==> src/rtl/dbgctl_pkg.sv <==
package dbgctl_pkg;
    localparam int unsigned REG_W      = 32;
    localparam int unsigned POS_ENDIAN = 29;
    localparam int unsigned POS_DBRK   = 17;
    localparam int unsigned POS_IBRK   = 16;
    localparam int unsigned POS_IE     = 4;
    localparam int unsigned POS_NMIE   = 3;
    localparam int unsigned POS_PEND   = 2;
    localparam int unsigned POS_SRSTE  = 1;
    localparam int unsigned POS_PROBE  = 0;

    typedef enum logic [1:0] {
        NMI_IDLE = 2'd0,
        NMI_HELD = 2'd1,
        NMI_FIRE = 2'd2
    } nmi_state_e;

    typedef struct packed {
        logic ie;
        logic nmie;
        logic srste;
    } ctl_bits_t;

    localparam ctl_bits_t CTL_RESET = '{ie: 1'b1, nmie: 1'b1, srste: 1'b1};
endpackage

==> src/rtl/dbgctl_ctl.sv <==
module dbgctl_ctl
    import dbgctl_pkg::*;
(
    input  logic             clk,
    input  logic             rst_n,
    input  logic             soft_rst,
    input  logic             wr_en,
    input  logic [REG_W-1:0] wr_data,
    output ctl_bits_t        ctl
);
    always_ff @(posedge clk or negedge rst_n) begin
        if (!rst_n) begin
            ctl <= CTL_RESET;
        end else if (soft_rst) begin
            ctl <= CTL_RESET;
        end else if (wr_en) begin
            ctl.ie    <= wr_data[POS_IE];
            ctl.nmie  <= wr_data[POS_NMIE];
            ctl.srste <= wr_data[POS_SRSTE];
        end
    end
endmodule

==> src/rtl/dbgctl_nmi.sv <==
module dbgctl_nmi
    import dbgctl_pkg::*;
(
    input  logic clk,
    input  logic rst_n,
    input  logic soft_rst,
    input  logic nmi_raw,
    input  logic nmi_ack,
    input  logic nmie,
    input  logic debug_mode,
    output logic pending,
    output logic nmi_out
);
    nmi_state_e state_q, state_d;
    logic       open_w;

    assign open_w = nmie & ~debug_mode;

    always_ff @(posedge clk or negedge rst_n) begin
        if (!rst_n) begin
            state_q <= NMI_IDLE;
        end else if (soft_rst) begin
            state_q <= NMI_IDLE;
        end else begin
            state_q <= state_d;
        end
    end

    always_comb begin
        state_d = state_q;
        unique case (state_q)
            NMI_IDLE: begin
                if (nmi_raw) state_d = open_w ? NMI_FIRE : NMI_HELD;
            end
            NMI_HELD: begin
                if (nmi_ack && !nmi_raw) state_d = NMI_IDLE;
                else if (open_w)         state_d = NMI_FIRE;
            end
            NMI_FIRE: begin
                if (nmi_ack && !nmi_raw) state_d = NMI_IDLE;
                else if (!open_w)        state_d = NMI_HELD;
            end
            default: state_d = NMI_IDLE;
        endcase
    end

    always_comb begin
        pending = (state_q != NMI_IDLE);
        nmi_out = (state_q == NMI_FIRE);
    end
endmodule

==> src/rtl/dbgctl_gate.sv <==
module dbgctl_gate #(
    parameter int unsigned N_IRQ = 8
) (
    input  logic             clk,
    input  logic             rst_n,
    input  logic             soft_rst,
    input  logic [N_IRQ-1:0] irq_raw,
    input  logic             ie,
    input  logic             ext_ie,
    input  logic             debug_mode,
    input  logic             srst_req,
    input  logic             srst_force,
    input  logic             srste,
    output logic [N_IRQ-1:0] irq_out,
    output logic             srst_out
);
    logic irq_open;
    assign irq_open = ie & ext_ie & ~debug_mode;

    for (genvar g = 0; g < N_IRQ; g++) begin : g_line
        always_ff @(posedge clk or negedge rst_n) begin
            if (!rst_n)        irq_out[g] <= 1'b0;
            else if (soft_rst) irq_out[g] <= 1'b0;
            else               irq_out[g] <= irq_raw[g] & irq_open;
        end
    end

    always_ff @(posedge clk or negedge rst_n) begin
        if (!rst_n)        srst_out <= 1'b0;
        else if (soft_rst) srst_out <= 1'b0;
        else               srst_out <= srst_force | (srst_req & srste);
    end
endmodule

==> src/rtl/dbgctl_top.sv <==
module dbgctl_top
    import dbgctl_pkg::*;
#(
    parameter int unsigned N_IRQ    = 8,
    parameter bit          HAS_DBRK = 1'b1,
    parameter bit          HAS_IBRK = 1'b1
) (
    input  logic             clk,
    input  logic             rst_n,
    input  logic             soft_rst,
    input  logic             wr_en,
    input  logic [31:0]      wr_data,
    output logic [31:0]      rd_data,
    input  logic             cfg_big_endian,
    input  logic             probe_en,
    input  logic             debug_mode,
    input  logic             ext_ie,
    input  logic [N_IRQ-1:0] irq_raw,
    output logic [N_IRQ-1:0] irq_out,
    input  logic             nmi_raw,
    input  logic             nmi_ack,
    output logic             nmi_out,
    input  logic             srst_req,
    input  logic             srst_force,
    output logic             srst_out
);
    ctl_bits_t ctl;
    logic      pending;

    dbgctl_ctl u_ctl (
        .clk      (clk),
        .rst_n    (rst_n),
        .soft_rst (soft_rst),
        .wr_en    (wr_en),
        .wr_data  (wr_data),
        .ctl      (ctl)
    );

    dbgctl_nmi u_nmi (
        .clk        (clk),
        .rst_n      (rst_n),
        .soft_rst   (soft_rst),
        .nmi_raw    (nmi_raw),
        .nmi_ack    (nmi_ack),
        .nmie       (ctl.nmie),
        .debug_mode (debug_mode),
        .pending    (pending),
        .nmi_out    (nmi_out)
    );

    dbgctl_gate #(.N_IRQ(N_IRQ)) u_gate (
        .clk        (clk),
        .rst_n      (rst_n),
        .soft_rst   (soft_rst),
        .irq_raw    (irq_raw),
        .ie         (ctl.ie),
        .ext_ie     (ext_ie),
        .debug_mode (debug_mode),
        .srst_req   (srst_req),
        .srst_force (srst_force),
        .srste      (ctl.srste),
        .irq_out    (irq_out),
        .srst_out   (srst_out)
    );

    always_comb begin
        rd_data             = '0;
        rd_data[POS_ENDIAN] = cfg_big_endian;
        rd_data[POS_DBRK]   = HAS_DBRK;
        rd_data[POS_IBRK]   = HAS_IBRK;
        rd_data[POS_IE]     = ctl.ie;
        rd_data[POS_NMIE]   = ctl.nmie;
        rd_data[POS_PEND]   = pending;
        rd_data[POS_SRSTE]  = ctl.srste;
        rd_data[POS_PROBE]  = probe_en;
    end
endmodule

==> config.mk <==
export PLATFORM = sky130hd
export DESIGN_NAME = dbgctl_top
export DESIGN_NICKNAME = d
export VERILOG_FILES = /design/src/rtl/dbgctl_pkg.sv /design/src/rtl/dbgctl_ctl.sv /design/src/rtl/dbgctl_nmi.sv /design/src/rtl/dbgctl_gate.sv /design/src/rtl/dbgctl_top.sv
export SDC_FILE = /design/constraint.sdc
export NUM_CORES = 1
export LEC_CHECK = 0
export ABC_AREA = 1
export BUFFER_PORTS_ARGS = -buffer_cell sky130_fd_sc_hd__buf_4
export CAP_MARGIN = 25
export CORE_MARGIN = 2
export CORE_UTILIZATION = 35
export CTS_BUF_LIST = sky130_fd_sc_hd__clkbuf_8
export DETAILED_ROUTE_END_ITERATION = 10
export HOLD_SLACK_MARGIN = 0.1
export PLACE_DENSITY = 0.84
export SLEW_MARGIN = 20
export SYNTH_ARGS = -nofsm -noshare
export SYNTH_HDL_FRONTEND = slang
export SYNTH_HIERARCHICAL = 1
export SYNTH_SLANG_ARGS = --single-unit
==> constraint.sdc <==
create_clock -name clk -period 1.5 [get_ports clk]
set_input_delay 0.075 -clock clk [delete_from_list [all_inputs] [get_ports clk]]
set_output_delay 0.075 -clock clk [all_outputs]
set_load 0.02 [all_outputs]
==> impl_metrics.py <==
metrics = {
    "route": {
        "wl_per_cell_microns": 10.4,
        "routedLengthMet1_microns": 633,
        "detailroute.wirelength.met2_microns": 1080,
        "route.final.wire_length_microns": 1940,
        "iteration_count_of_the_initial_detailed_routing_pass": 4,
        "detail_route.vias_per_cell": 4.27,
        "routed-wl-met3_microns": 183,
        "initialDrtViolationCount": 17,
        "final_antenna_net_count": 0,
        "topRoutingLayerUsed": "met4",
        "vias": 794,
        "number_of_remaining_drc_errors": 0,
    },
    "synthesis": {
        "synth_cell_type_count": 15,
        "synth_cell_area_sq_um": 845,
        "synth_top_area_frac": 0.326,
        "post_synth_main_area_contributors": "sky130_fd_sc_hd__dfrtp_1 33%, sky130_fd_sc_hd__buf_4 26%, sky130_fd_sc_hd__nand2_1 11%",
        "yosysSeqAreaShare": 0.419,
        "yosys_register_bits": 14,
        "syn_inst": 107,
        "synthesis.yosys.warnings": 6,
        "synth.largest_area_cell": "sky130_fd_sc_hd__dfrtp_1",
        "syn_avg_cell_area_sq_um": 7.89,
    },
    "die": {
        "core-area_sq_um": 2250,
        "design.portCount": 94,
        "die_outline_area_sq_um": 2820,
        "floorplan.initialDensity": 0.375,
        "horizontal_extent_of_the_die_microns": 53.1,
        "die_height_microns": 53.1,
        "rows": 17,
    },
    "clocking": {
        "cts_setup_buffers": 0,
        "tritoncts_buffers": 3,
        "clockRootBuffer": "sky130_fd_sc_hd__clkbuf_8",
        "cts.sink_count": 14,
        "post_cts_resized": 0,
        "cts.path.max_buffers": 2,
        "holdBufCountCts": 18,
        "worst_setup_hold_path_clk_slew_ns": 0.05,
        "cts_tree": "done",
        "clk-insertion-delay-late_ns": 0.24,
        "cts.htree.levels": 1,
    },
    "critical_path": {
        "critical-path-slowest-cell": "sky130_fd_sc_hd__dlygate4sd3_1",
        "worst-path-buf-inv": 3,
        "critPathArrivalTime_ns": 1.53,
        "startpoint_type": "primary input",
        "worst_path_largest_cell_delay_ns": 0.56,
        "cp_delay_by_family_top": "buffers and inverters",
        "endpoint_required_time_on_the_critical_path_ns": 1.68,
        "path_cells": "dlygate4sd3_1 > buf_4 > a21oi_1 > dlygate4sd3_1 > nand2_1",
        "critical_path_class": "in2reg",
        "crit_path_capture_type": "register",
        "crit_path_max_fanout": 4,
        "worst_path_most_repeated_cell": "sky130_fd_sc_hd__dlygate4sd3_1",
    },
    "place": {
        "detailed_place_hpwl_microns": 1390,
        "gp_routability_congestion": 0.648,
        "io_buffer_count": 34,
        "total_cell_area_at_the_placement_stage_sq_um": 1010,
    },
    "timing": {
        "setup_repair_after_global_routing_missed_its_margin": "no",
        "final_hold_viol_count": 0,
        "timing.final.max_slew_violations": 0,
        "fin_worst_skew_ns": 0.00122,
        "finalCriticalPeriod_ns": 1.35,
        "finalCritPeriodShare": 0.901,
        "setup_violations": 0,
        "finalSetupTns_ns": 0,
        "fmaxAchievable_mhz": 740,
    },
    "global_routing": {
        "initial_antenna_violation_count": 0,
        "globalRouteTotalUtil": 0.143,
        "grt_pass1_wl_microns": 2780,
        "global_route.overflow_total": 0,
        "grt_max_degree": 15,
        "grt_pass1_vias": 736,
    },
    "final_layout": {
        "areaGrowthSynthToFinish_pct": 47.1,
        "antenna_cells": 0,
        "layout.cell_area.non_filler_sq_um": 1240,
        "drive_above_1_share": 0.304,
        "fillers": 227,
        "num-nets-final": 211,
    },
    "min_path": {
        "min-delay-path-class": "in2out",
    },
    "status": {
        "run_status": "complete, no violations",
    },
    "power_and_ir_drop": {
        "power_density_nw_per_um2": 927,
        "ir_worst_vdd_v": 0.000579,
        "power_leakage_uw": 0.000703,
    },
    "job": {
        "cap_violations": 0,
    },
}
==> registers in the layout (all words and copies together), names as in the netlist <==
signal	cells
u_gate/srst_out	1
u_gate/irq_out	8
u_nmi/state_q	2
u_ctl/ctl	3
==> worst paths after layout <==
check / cells past startpoint / slack, ns / startpoint / endpoint
min: 0 / 0.15 / cfg_big_endian / rd_data[29]
min reg2reg: 2 / 0.49 / u_ctl/ctl[0] / u_ctl/ctl[0]
max in group asynchronous: 2 / 1.03 / rst_n / u_ctl/ctl[2]
min in group asynchronous: 2 / 0.23 / rst_n / u_gate/srst_out
max reg2reg: 3 / 0.17 / u_ctl/ctl[0] / u_gate/srst_out
max: 5 / 0.15 / wr_en / u_ctl/ctl[1]
==> metrics by stage <==
stage                     hold WS (ns)  setup slack, ns  instances  total power [uW]  utilization
final                            0.150            0.148        186              1150        0.551
after CTS                        0.150            0.163        186              1160        0.551
after global routing             0.150           0.0930        186              1220        0.551
after detailed placement       -0.0696            0.417        164               756        0.447
after floorplan                 -0.221            0.403        131               710            -
after global placement         -0.0730            0.457        164               742        0.447
==> power breakdown <==
part           internal (uW)  switching [uW]  total, uW
clock network            232             123        355
logic                    145             219        364
registers                409            23.0        432
total                    786             365       1150
==> layer usage <==
layer | vias to the layer above | track usage
met1 | 364 | 0.127
met2 | 57 | 0.279
li1 | 369 | -
met5 | - | 0
met3 | 4 | 0.0367
met4 | 0 | 0.0855
==> cell usage after synthesis <==
cell type / count
sky130_fd_sc_hd__a21oi_1: 4
sky130_fd_sc_hd__buf_4: 29
sky130_fd_sc_hd__clkinv_1: 1
sky130_fd_sc_hd__conb_1: 2
sky130_fd_sc_hd__dfrtp_1: 11
sky130_fd_sc_hd__dfstp_2: 3
sky130_fd_sc_hd__inv_1: 8
sky130_fd_sc_hd__inv_2: 2
sky130_fd_sc_hd__nand2_1: 25
sky130_fd_sc_hd__nand3_1: 4
sky130_fd_sc_hd__nand3_2: 1
sky130_fd_sc_hd__nand4_1: 2
sky130_fd_sc_hd__nor2_1: 10
sky130_fd_sc_hd__nor2_2: 4
sky130_fd_sc_hd__o21ai_1: 1
==> kinds of logic after synthesis <==
group	after synthesis	synth area share
AO/OA/AOI/OAI	5	0.0296
other	2	0.00889
buffers and inverters	40	0.307
flip-flops	14	0.419
AND/OR/NAND/NOR	46	0.236
==> layout by cell type (no fill, tap or decap) <==
cell type,n
sky130_fd_sc_hd__buf_4,34
sky130_fd_sc_hd__conb_1,26
sky130_fd_sc_hd__nand2_1,25
sky130_fd_sc_hd__dlygate4sd3_1,18
sky130_fd_sc_hd__dfrtp_1,11
sky130_fd_sc_hd__nor2_1,10
sky130_fd_sc_hd__inv_1,8
sky130_fd_sc_hd__clkbuf_8,4
sky130_fd_sc_hd__a21oi_1,4
sky130_fd_sc_hd__nor2_2,4
sky130_fd_sc_hd__nand3_1,4
sky130_fd_sc_hd__dfstp_2,3
sky130_fd_sc_hd__inv_2,2
sky130_fd_sc_hd__nand4_1,2
sky130_fd_sc_hd__nand3_2,1
sky130_fd_sc_hd__clkinv_1,1
sky130_fd_sc_hd__o21ai_1,1
==> final cells by class <==
class	instances	area [sq um]	area share
repair buffers	52	435	0.350
flip-flops and latches	14	354	0.285
multi-input cells	77	322	0.259
clock buffers	4	55.1	0.0443
inverters	11	41.3	0.0332
well taps	28	35.0	0.0282
==> worst register-to-register path: stages (launching register included) <==
cell and delay, ns:
sky130_fd_sc_hd__dfstp_2 0.54, sky130_fd_sc_hd__nand2_1 0.05, sky130_fd_sc_hd__a21oi_1 0.11, sky130_fd_sc_hd__dlygate4sd3_1 0.56
No activity file was read; power rests on OpenSTA's default activity.
